<file path="src/rtl/modexp_pkg.sv">
package modexp_pkg;
   typedef enum logic [1:0] {
      PH_IDLE   = 2'd0,
      PH_TABLE  = 2'd1,
      PH_SQUARE = 2'd2,
      PH_MULT   = 2'd3
   } phase_e;
endpackage

</file>
<file path="src/rtl/modexp_mulmod.sv">
// Bit-serial interleaved modular multiplier: prod = a*b mod n.
// Operands must be below n. One bit of a per cycle, MSB first.
module modexp_mulmod #(
   parameter int W = 32
) (
   input  logic         clk,
   input  logic         rst_n,
   input  logic         go_i,
   input  logic [W-1:0] a_i,
   input  logic [W-1:0] b_i,
   input  logic [W-1:0] n_i,
   output logic         busy_o,
   output logic         done_o,
   output logic [W-1:0] prod_o
);
   localparam int PW = W + 2;            // partial sum reaches < 3n
   localparam int CW = $clog2(W + 1);

   logic [W-1:0]  a_sh;
   logic [W-1:0]  b_q;
   logic [W-1:0]  n_q;
   logic [PW-1:0] p_q;
   logic [CW-1:0] cnt_q;
   logic          busy_q;
   logic          done_q;

   logic [PW-1:0] dbl, sum, red1, red2, n_ext;

   always_comb begin
      n_ext = {2'b00, n_q};
      dbl   = {p_q[PW-2:0], 1'b0};
      sum   = dbl + (a_sh[W-1] ? {2'b00, b_q} : '0);
      red1  = (sum  >= n_ext) ? sum  - n_ext : sum;
      red2  = (red1 >= n_ext) ? red1 - n_ext : red1;
   end

   always_ff @(posedge clk) begin
      if (!rst_n) begin
         a_sh   <= '0;
         b_q    <= '0;
         n_q    <= '0;
         p_q    <= '0;
         cnt_q  <= '0;
         busy_q <= 1'b0;
         done_q <= 1'b0;
      end else begin
         done_q <= 1'b0;
         if (go_i && !busy_q) begin
            a_sh   <= a_i;
            b_q    <= b_i;
            n_q    <= n_i;
            p_q    <= '0;
            cnt_q  <= CW'(W);
            busy_q <= 1'b1;
         end else if (busy_q) begin
            p_q   <= red2;
            a_sh  <= {a_sh[W-2:0], 1'b0};
            cnt_q <= cnt_q - 1'b1;
            if (cnt_q == CW'(1)) begin
               busy_q <= 1'b0;
               done_q <= 1'b1;
            end
         end
      end
   end

   assign busy_o = busy_q;
   assign done_o = done_q;
   assign prod_o = p_q[W-1:0];
endmodule

</file>
<file path="src/rtl/modexp_powtab.sv">
// Table of base powers. Entry 0 is the constant 1, the rest are registers.
module modexp_powtab #(
   parameter int W   = 32,
   parameter int WIN = 4
) (
   input  logic           clk,
   input  logic           rst_n,
   input  logic           we_i,
   input  logic [WIN-1:0] waddr_i,
   input  logic [W-1:0]   wdata_i,
   input  logic [WIN-1:0] raddr_i,
   output logic [W-1:0]   rdata_o
);
   localparam int DEPTH = 1 << WIN;

   logic [DEPTH*W-1:0] flat;

   for (genvar g = 0; g < DEPTH; g++) begin : g_ent
      if (g == 0) begin : g_one
         assign flat[g*W +: W] = W'(1);
      end else begin : g_reg
         logic [W-1:0] q;
         always_ff @(posedge clk) begin
            if (!rst_n)
               q <= '0;
            else if (we_i && waddr_i == WIN'(g))
               q <= wdata_i;
         end
         assign flat[g*W +: W] = q;
      end
   end

   assign rdata_o = flat[raddr_i*W +: W];
endmodule

</file>
<file path="src/rtl/modexp_ctrl.sv">
// Sequencer: operand capture, table fill, per-window square/multiply.
module modexp_ctrl
   import modexp_pkg::*;
#(
   parameter int W   = 32,
   parameter int WIN = 4
) (
   input  logic           clk,
   input  logic           rst_n,
   input  logic           start_i,
   input  logic [W-1:0]   base_i,
   input  logic [W-1:0]   exp_i,
   input  logic [W-1:0]   mod_i,
   input  logic           mul_done_i,
   input  logic [W-1:0]   prod_i,
   input  logic [W-1:0]   tab_rd_i,
   output logic           mul_go_o,
   output logic [W-1:0]   op_a_o,
   output logic [W-1:0]   op_b_o,
   output logic [W-1:0]   mod_q_o,
   output logic           tab_we_o,
   output logic [WIN-1:0] tab_waddr_o,
   output logic [W-1:0]   tab_wdata_o,
   output logic [WIN-1:0] tab_raddr_o,
   output logic           busy_o,
   output logic           done_o,
   output logic [W-1:0]   result_o
);
   localparam int NDIG = W / WIN;
   localparam int DEPTH = 1 << WIN;
   localparam int DW   = $clog2(NDIG);
   localparam int SW   = $clog2(WIN);
   localparam logic [WIN-1:0] LAST_ENT = WIN'(DEPTH - 1);
   localparam logic [SW-1:0]  LAST_SQ  = SW'(WIN - 1);

   phase_e         ph_q;
   logic [W-1:0]   m_q, e_q, n_q, acc_q, res_q;
   logic [WIN-1:0] ent_q;
   logic [DW-1:0]  dig_q;
   logic [SW-1:0]  sq_q;
   logic           go_q, done_q;
   logic [WIN-1:0] digit;
   logic           idle_go;

   always_comb begin
      digit   = e_q[dig_q*WIN +: WIN];
      idle_go = (ph_q == PH_IDLE) && start_i;
      tab_raddr_o = (ph_q == PH_TABLE) ? ent_q - 1'b1 : digit;
      op_a_o = (ph_q == PH_TABLE) ? tab_rd_i : acc_q;
      case (ph_q)
         PH_TABLE: op_b_o = m_q;
         PH_MULT:  op_b_o = tab_rd_i;
         default:  op_b_o = acc_q;
      endcase
      tab_we_o    = (idle_go && exp_i != '0) || (ph_q == PH_TABLE && mul_done_i);
      tab_waddr_o = (ph_q == PH_TABLE) ? ent_q : WIN'(1);
      tab_wdata_o = (ph_q == PH_TABLE) ? prod_i : base_i;
   end

   always_ff @(posedge clk) begin
      if (!rst_n) begin
         ph_q   <= PH_IDLE;
         m_q    <= '0;
         e_q    <= '0;
         n_q    <= '0;
         acc_q  <= '0;
         res_q  <= '0;
         ent_q  <= '0;
         dig_q  <= '0;
         sq_q   <= '0;
         go_q   <= 1'b0;
         done_q <= 1'b0;
      end else begin
         go_q   <= 1'b0;
         done_q <= 1'b0;
         case (ph_q)
            PH_IDLE: begin
               if (start_i) begin
                  m_q   <= base_i;
                  e_q   <= exp_i;
                  n_q   <= mod_i;
                  acc_q <= W'(1);
                  if (exp_i == '0) begin
                     res_q  <= W'(1);
                     done_q <= 1'b1;
                  end else begin
                     ph_q  <= PH_TABLE;
                     ent_q <= WIN'(2);
                     go_q  <= 1'b1;
                  end
               end
            end
            PH_TABLE: begin
               if (mul_done_i) begin
                  go_q <= 1'b1;
                  if (ent_q == LAST_ENT) begin
                     ph_q  <= PH_SQUARE;
                     sq_q  <= '0;
                     dig_q <= DW'(NDIG - 1);
                  end else begin
                     ent_q <= ent_q + 1'b1;
                  end
               end
            end
            PH_SQUARE: begin
               if (mul_done_i) begin
                  acc_q <= prod_i;
                  if (sq_q != LAST_SQ) begin
                     sq_q <= sq_q + 1'b1;
                     go_q <= 1'b1;
                  end else if (digit != '0) begin
                     ph_q <= PH_MULT;
                     go_q <= 1'b1;
                  end else if (dig_q == '0) begin
                     ph_q   <= PH_IDLE;
                     res_q  <= prod_i;
                     done_q <= 1'b1;
                  end else begin
                     dig_q <= dig_q - 1'b1;
                     sq_q  <= '0;
                     go_q  <= 1'b1;
                  end
               end
            end
            PH_MULT: begin
               if (mul_done_i) begin
                  acc_q <= prod_i;
                  if (dig_q == '0) begin
                     ph_q   <= PH_IDLE;
                     res_q  <= prod_i;
                     done_q <= 1'b1;
                  end else begin
                     ph_q  <= PH_SQUARE;
                     dig_q <= dig_q - 1'b1;
                     sq_q  <= '0;
                     go_q  <= 1'b1;
                  end
               end
            end
            default: ph_q <= PH_IDLE;
         endcase
      end
   end

   assign mul_go_o = go_q;
   assign mod_q_o  = n_q;
   assign busy_o   = (ph_q != PH_IDLE);
   assign done_o   = done_q;
   assign result_o = res_q;
endmodule

</file>
<file path="src/rtl/modexp_engine.sv">
module modexp_engine #(
   parameter int W   = 32,
   parameter int WIN = 4
) (
   input  logic         clk,
   input  logic         rst_n,
   input  logic         start_i,
   input  logic [W-1:0] base_i,
   input  logic [W-1:0] exp_i,
   input  logic [W-1:0] mod_i,
   output logic [W-1:0] result_o,
   output logic         done_o
);
   if (WIN < 2) begin : g_bad_win
      $error("modexp_engine: WIN must be at least 2");
   end
   if (W % WIN != 0) begin : g_bad_div
      $error("modexp_engine: W must be a multiple of WIN");
   end
   if (W / WIN < 2) begin : g_bad_ndig
      $error("modexp_engine: need at least two exponent windows");
   end

   logic           mul_go, mul_busy, mul_done;
   logic [W-1:0]   op_a, op_b, prod, n_q, tab_rd, tab_wdata;
   logic           tab_we, busy;
   logic [WIN-1:0] tab_waddr, tab_raddr;

   modexp_ctrl #(.W(W), .WIN(WIN)) u_ctrl (
      .clk         (clk),
      .rst_n       (rst_n),
      .start_i     (start_i),
      .base_i      (base_i),
      .exp_i       (exp_i),
      .mod_i       (mod_i),
      .mul_done_i  (mul_done),
      .prod_i      (prod),
      .tab_rd_i    (tab_rd),
      .mul_go_o    (mul_go),
      .op_a_o      (op_a),
      .op_b_o      (op_b),
      .mod_q_o     (n_q),
      .tab_we_o    (tab_we),
      .tab_waddr_o (tab_waddr),
      .tab_wdata_o (tab_wdata),
      .tab_raddr_o (tab_raddr),
      .busy_o      (busy),
      .done_o      (done_o),
      .result_o    (result_o)
   );

   modexp_mulmod #(.W(W)) u_mul (
      .clk    (clk),
      .rst_n  (rst_n),
      .go_i   (mul_go),
      .a_i    (op_a),
      .b_i    (op_b),
      .n_i    (n_q),
      .busy_o (mul_busy),
      .done_o (mul_done),
      .prod_o (prod)
   );

   modexp_powtab #(.W(W), .WIN(WIN)) u_tab (
      .clk     (clk),
      .rst_n   (rst_n),
      .we_i    (tab_we),
      .waddr_i (tab_waddr),
      .wdata_i (tab_wdata),
      .raddr_i (tab_raddr),
      .rdata_o (tab_rd)
   );
endmodule

</file>
<file path="config.mk">
export PLATFORM = sky130hd
export DESIGN_NAME = modexp_engine
export DESIGN_NICKNAME = d
export VERILOG_FILES = /design/src/rtl/modexp_pkg.sv /design/src/rtl/modexp_mulmod.sv /design/src/rtl/modexp_powtab.sv /design/src/rtl/modexp_ctrl.sv /design/src/rtl/modexp_engine.sv
export SDC_FILE = /design/constraint.sdc
export NUM_CORES = 2
export LEC_CHECK = 0
export BUFFER_PORTS_ARGS = -buffer_cell sky130_fd_sc_hd__buf_2
export CAP_MARGIN = 10
export CORE_ASPECT_RATIO = 1.5
export CORE_MARGIN = 2
export CORE_UTILIZATION = 40
export CTS_BUF_LIST = sky130_fd_sc_hd__clkbuf_8
export CTS_CLUSTER_SIZE = 25
export DETAILED_ROUTE_END_ITERATION = 12
export RECOVER_POWER = 25
export SLEW_MARGIN = 20
export SYNTH_ARGS = -nofsm -noshare
export SYNTH_HDL_FRONTEND = slang
export SYNTH_SLANG_ARGS = --single-unit
</file>
<file path="constraint.sdc">
create_clock -name clk -period 24.7 [get_ports clk]
set_clock_uncertainty 0.1 [all_clocks]
set_input_delay 3.705 -clock clk [delete_from_list [all_inputs] [get_ports clk]]
set_output_delay 3.705 -clock clk [all_outputs]
set_load 0.05 [all_outputs]
</file>
# == Yosys cells after proc, flatten, opt, wreduce, memory -nomap -nowiden ==
# Cells that the tools add are included.
# totals
word_cells,199
reg_bits,790
output_inout_bits,33
in_bits,99
# op_classes
eq_ne,34
n_addsub,8
n_lt_le_gt_ge,2
n_mux,76
n_reduce_logical,41
bitwise,2
shift,2
# op_table
operator,n
512-bit by 10-bit indexed part select with 32-bit output,1
32-bit two-way mux,14
32-bit one-hot mux with 2 select lines,2
32-bit one-hot mux with 3 select lines,1
34-bit by 32-bit >= comparator with 1-bit output,2
4-bit == test (second input constant),9
34-bit by 32-bit adder with 34-bit output,1
2-bit two-way mux,17
34-bit two-way mux,1
34-bit by 32-bit subtractor with 34-bit output,1
33-bit two-way mux,1
33-bit by 32-bit subtractor with 33-bit output,1
32-bit zero test,1
32-bit nonzero test,1
32-bit by 6-bit indexed part select with 4-bit output,1
4-bit two-way mux,6
3-bit two-way mux,7
1-bit logical AND,19
1-bit two-way mux,19
4-bit by 3-bit == test with 1-bit output (second input constant),4
2-bit inequality test (second input constant),8
7-bit AND reduction,2
6-bit two-way mux,2
3-bit one-hot mux with 3 select lines,1
other kinds (33),43

# == Longest topological paths before layout ==
# depth
ltp_word,6
depth_mapped,40
depth_no_buf,35

# == By module ==
# From an unflattened synthesis, not the netlist that was laid out.
# unflattened
hier_cells,5160
hier_area_um2,41964.0
# by_module_without_submodules
mod,seq_area_each_um2,n_inst,area_each_um2,cells_each
modexp_powtab,9609.2,1,21541.9,2476
modexp_mulmod,2742.6,1,11743.8,1528
modexp_ctrl,3463.3,1,8678.3,1156

# == Worst setup path before layout ==
# Ideal clock, no wire load.
# synth_timing
path_kind,register to register
from,reg u_mul.a_sh[31]
to,reg u_mul.p_q[28]
path_buffers,6
required_time_ns,24.478
setup_slack_ns,16.522
arrival_ns,7.956
setup_ns,0.122
stages_incl_launch_ff,40
synth_period_minus_slack_ns,8.178
path_cell_list,dfxtp_1 -> clkbuf_1 -> and2_1 -> ha_1 -> inv_1 -> fa_1 -> nand2b_1 -> a21oi_1 -> o221a_2 -> a211oi_2 -> or4_1 -> nand2_1 -> a31oi_1 -> xnor2_1 -> ha_1 -> clkbuf_1 -> a21o_1 -> a21o_1 -> [... 4 more ...] -> and3b_1 -> buf_2 -> buf_4 -> mux2_2 -> ha_1 -> o21a_1 -> o31a_1 -> o41a_1 -> a211oi_1 -> o21ai_0 -> a31oi_1 -> nand2_1 -> nor3b_1 -> a22o_1 -> buf_2 -> buf_2 -> nor3_1 -> a221o_1
# synth_between
elab_chain_cells,6
word_cells_on_any_way,8
cone_classes,add/sub: 3; order compare: 2; mux: 3
# synth_lines
item,line,text
start: declaration,modexp_mulmod.sv:19,logic [W-1:0] a_sh;
start signal: assignment,modexp_mulmod.sv:49,a_sh <= a_i;
start signal: assignment,modexp_mulmod.sv:57,"a_sh <= {a_sh[W-2:0], 1'b0};"
32-bit two-way mux *,modexp_mulmod.sv:32,"sum = dbl + (a_sh[W-1] ? {2'b00, b_q} : '0);"
34-bit by 32-bit adder with 34-bit output *,modexp_mulmod.sv:32,
34-bit by 32-bit subtractor with 34-bit output / 34-bit by 32-bit >= comparator with 1-bit output (equally long branches),modexp_mulmod.sv:33,red1 = (sum >= n_ext) ? sum - n_ext : sum;
34-bit two-way mux *,modexp_mulmod.sv:33,
33-bit by 32-bit subtractor with 33-bit output / 34-bit by 32-bit >= comparator with 1-bit output (equally long branches),modexp_mulmod.sv:34,red2 = (red1 >= n_ext) ? red1 - n_ext : red1;
33-bit two-way mux *,modexp_mulmod.sv:34,
end signal: assignment,modexp_mulmod.sv:56,p_q <= red2;
end: declaration,modexp_mulmod.sv:22,logic [PW-1:0] p_q;
# Every way passes the cells marked *; elsewhere a longest branch is shown, timed or not.
# A chain may end at the register's enable or synchronous reset.

# == Worst setup path after layout ==
# layout_timing
from,in rst_n
to,reg u_mul.a_sh[27]
# layout_lines
item,line,text
start: declaration,modexp_engine.sv:6,"input logic rst_n,"
# No word-level cell between the ends.

==> flow_metrics.env <==
export IMPL_outcome="complete, but fails checks"
export IMPL_violations="max-capacitance violations, max-slew violations"
export IMPL_dieArea_sq_mm=0.0975
export IMPL_start_util_pct=40.3
export IMPL_final_nets=4584
export IMPL_gr_total_overflow=0
export IMPL_area_growth_pct=11.1
export IMPL_gp_congestion=0.991
export IMPL_hpwl_mm=79.3
export IMPL_cts_tree="yes"
export IMPL_grt_max_degree=226
export IMPL_worstSetupStartpointType="input port"
export IMPL_async_reset_ff_share_pct=0
export IMPL_fillers=9419
export IMPL_crit_required_ns=24.93
export IMPL_wl_met3_mm=5.27
export IMPL_fmax_mhz=70.7
export IMPL_io_pin_count=132
export IMPL_num_rows=138
export IMPL_synth_seq_cells=790
export IMPL_port_buffers=131
export IMPL_clock_sinks=790
export IMPL_netlist_instances=4431
export IMPL_period_share_pct=57.3
export IMPL_met1_length_mm=48.9
export IMPL_ant_nets=0
export IMPL_routedWlPerCell_microns=21.5
export IMPL_path_class="in2reg"
export IMPL_routed_via_count=32244
export IMPL_coreArea_sq_mm=0.0943
export IMPL_antenna_found_initial=1
export IMPL_synth_edf_count=0
export IMPL_rsz0062_at_grt="false"
export IMPL_fp_dieW_microns=256
export IMPL_tns_ns=0
export IMPL_vias_per_cell=5.62
export IMPL_drc_errors=0
export IMPL_drtIter0Drc=2348
export IMPL_power_leakage_nw=14.7
export IMPL_post_cts_resize_count=0
export IMPL_power_density_mw_per_mm2=157
export IMPL_setup_viol=0
export IMPL_cts_buffer_depth=3
export IMPL_cp_end_kind="flip-flop"
export IMPL_ys_flop_type="dfxtp_1"
export IMPL_hold_viol_final=0
export IMPL_post_cts_buffers=0
export IMPL_synth_area_sq_mm=0.0380
export IMPL_grt_pass1_vias=31546
export IMPL_insertion_delay_ns=0.80
export IMPL_ys_types=62
export IMPL_worstPathMaxFanout=225
export IMPL_cap_viol_max_count=4
export IMPL_grt_use_total_pct=24.7
export IMPL_wl_met2_mm=61.1
export IMPL_worst_ir_drop_vdd_mv=0.275
export IMPL_ys_seq_area_share_pct=41.6
export IMPL_dp_slack_ns=14.78
export IMPL_drv_slew=433
export IMPL_cts_hold_fix_buffers=0
export IMPL_cts_max_level=3
export IMPL_fin_crit_ns=14.15
export IMPL_drt_pass1_iterations=5
export IMPL_holdWs_ns=0.351
export IMPL_drive_gt1_share_pct=13.0
export IMPL_cts_buffers=118
export IMPL_root_buffer="clkbuf_8"
export IMPL_setup_ws_ns=10.55
export IMPL_avgSynthCellArea_sq_um=8.57
export IMPL_syn_nets=4635
export IMPL_path_clk_slew_ns=0.06
export IMPL_drt_total_wl_mm=123
export IMPL_hold_class="reg2reg"
export IMPL_max_slew_margin_pct=-563
export IMPL_grt_pass1_wl_mm=188
export IMPL_yosysWarnings=0
export IMPL_crit_arrival_ns=14.38
export IMPL_worst_slew_pin_slew_ns=9.95
export IMPL_die_h_microns=381
export IMPL_route_top_layer_used="met4"
logic make-up after synthesis:
family	share of synthesized area, %
DFF	41.6
and+or+nand+nor	16.0
buffers and inverters	4.61
adders and majority gates	3.52
xor gates and xnor gates	2.10
muxes	9.84
AOI/OAI and AO/OA	22.3
synth_stat cells, drive strengths merged (56+ instances only):
library cell  count  area, sq um
dfxtp           790        15800
nor2            655         2460
a211oi          569         4280
nand2           494         1850
a21oi           357         1790
clkbuf          334         1250
o21ai           179          896
mux4            105         2360
ha              102         1280
mux2i            99          991
nand3            93          465
inv              65          244
xnor2            61          534
nor3             57          285
and2             56          350
through the flow:
step / utilization [%] / area, sq um / cells / total power, W
3_3_place_gp: 42.0 / 39600 / 5520 / 0.00544
6_report: 44.8 / 42200 / 5739 / 0.00663
4_1_cts: 44.8 / 42200 / 5737 / 0.00661
5_1_grt: 44.8 / 42200 / 5739 / 0.00708
3_5_place_dp: 42.0 / 39600 / 5520 / 0.00542
2_1_floorplan: - / 38000 / 4431 / 0.00450
state kept, by name, indices dropped and copies added, names as in the netlist:
signal,flops
u_ctrl.acc_q,32
u_mul.busy_o,1
u_ctrl.mul_go_o,1
u_mul.p_q,33
u_ctrl.m_q,32
u_mul.cnt_q,6
u_ctrl.ph_q,2
u_mul.a_sh,32
u_mul.b_q,32
u_ctrl.ent_q,4
u_tab.g_ent.g_reg.q,480
u_mul.n_q,32
u_ctrl.done_o,1
u_ctrl.result_o,32
u_ctrl.sq_q,2
u_ctrl.dig_q,3
u_ctrl.e_q,32
u_ctrl.mod_q_o,32
u_mul.done_o,1
layout make-up:
cell class                 count  area [sq um]  share of cell area [%]
clock inverter                64           505                    1.20
sequential                   790         15800                    37.5
multi-input combinational   3189         20600                    48.9
timing repair buffer         216          1290                    3.05
clock buffer                 153          2110                    4.99
tap                         1260          1580                    3.74
antenna                        2          5.00                  0.0119
inverter                      65           245                   0.581
per-layer routing:
| layer | vias to the layer above | track usage (%) |
|---|---|---|
| li1 | 15791 | - |
| met1 | 15352 | 28.3 |
| met2 | 842 | 43.8 |
| met3 | 259 | 3.15 |
| met4 | 0 | 14.9 |
| met5 | - | 0 |
worst paths after layout:
kind	startpoint	endpoint	slack, ns	cells past startpoint
max	rst_n	u_mul.a_sh[27]	10.55	5
min	u_ctrl.result_o[17]	u_ctrl.result_o[17]	0.35	2
max reg2reg	u_mul.a_sh[31]	u_mul.p_q[1]	14.64	36
min reg2reg	u_ctrl.result_o[17]	u_ctrl.result_o[17]	0.35	2
power by group:
group	leakage, nW	internal (W)	switching (W)
logic	6.79	0.00170	0.00235
registers	6.40	0.00132	0.0000807
clock network	1.48	0.000638	0.000535
placed cells by master, fill, tap and decap left out, types with 12 or more instances in the layout:
master,netlist,routed
xnor2_1,61,61
and2_1,56,55
dfxtp_1,790,785
buf_4,3,79
a21o_1,46,46
nor2_1,655,644
a21oi_1,357,354
nand2_1,494,493
nor3_1,57,54
nand4_1,13,13
ha_1,102,102
nor4_1,12,12
nor2b_1,15,13
o21a_1,16,16
nand3_1,93,93
clkbuf_8,0,153
nand2b_1,22,20
o22ai_1,31,31
a211oi_1,568,568
mux2i_1,99,93
a311oi_1,16,16
mux4_2,105,105
o21ai_0,179,179
xor2_1,30,30
buf_2,21,131
clkinv_2,0,12
inv_1,65,101
mux2_2,34,32
worst max-delay path, cell delays in order:
cell and delay (ns):
buf_2 0.10, clkbuf_1 0.82, clkinvlp_2 2.28, clkbuf_1 6.98, nor3_1 0.31
Power figures use the tool's default switching activity.
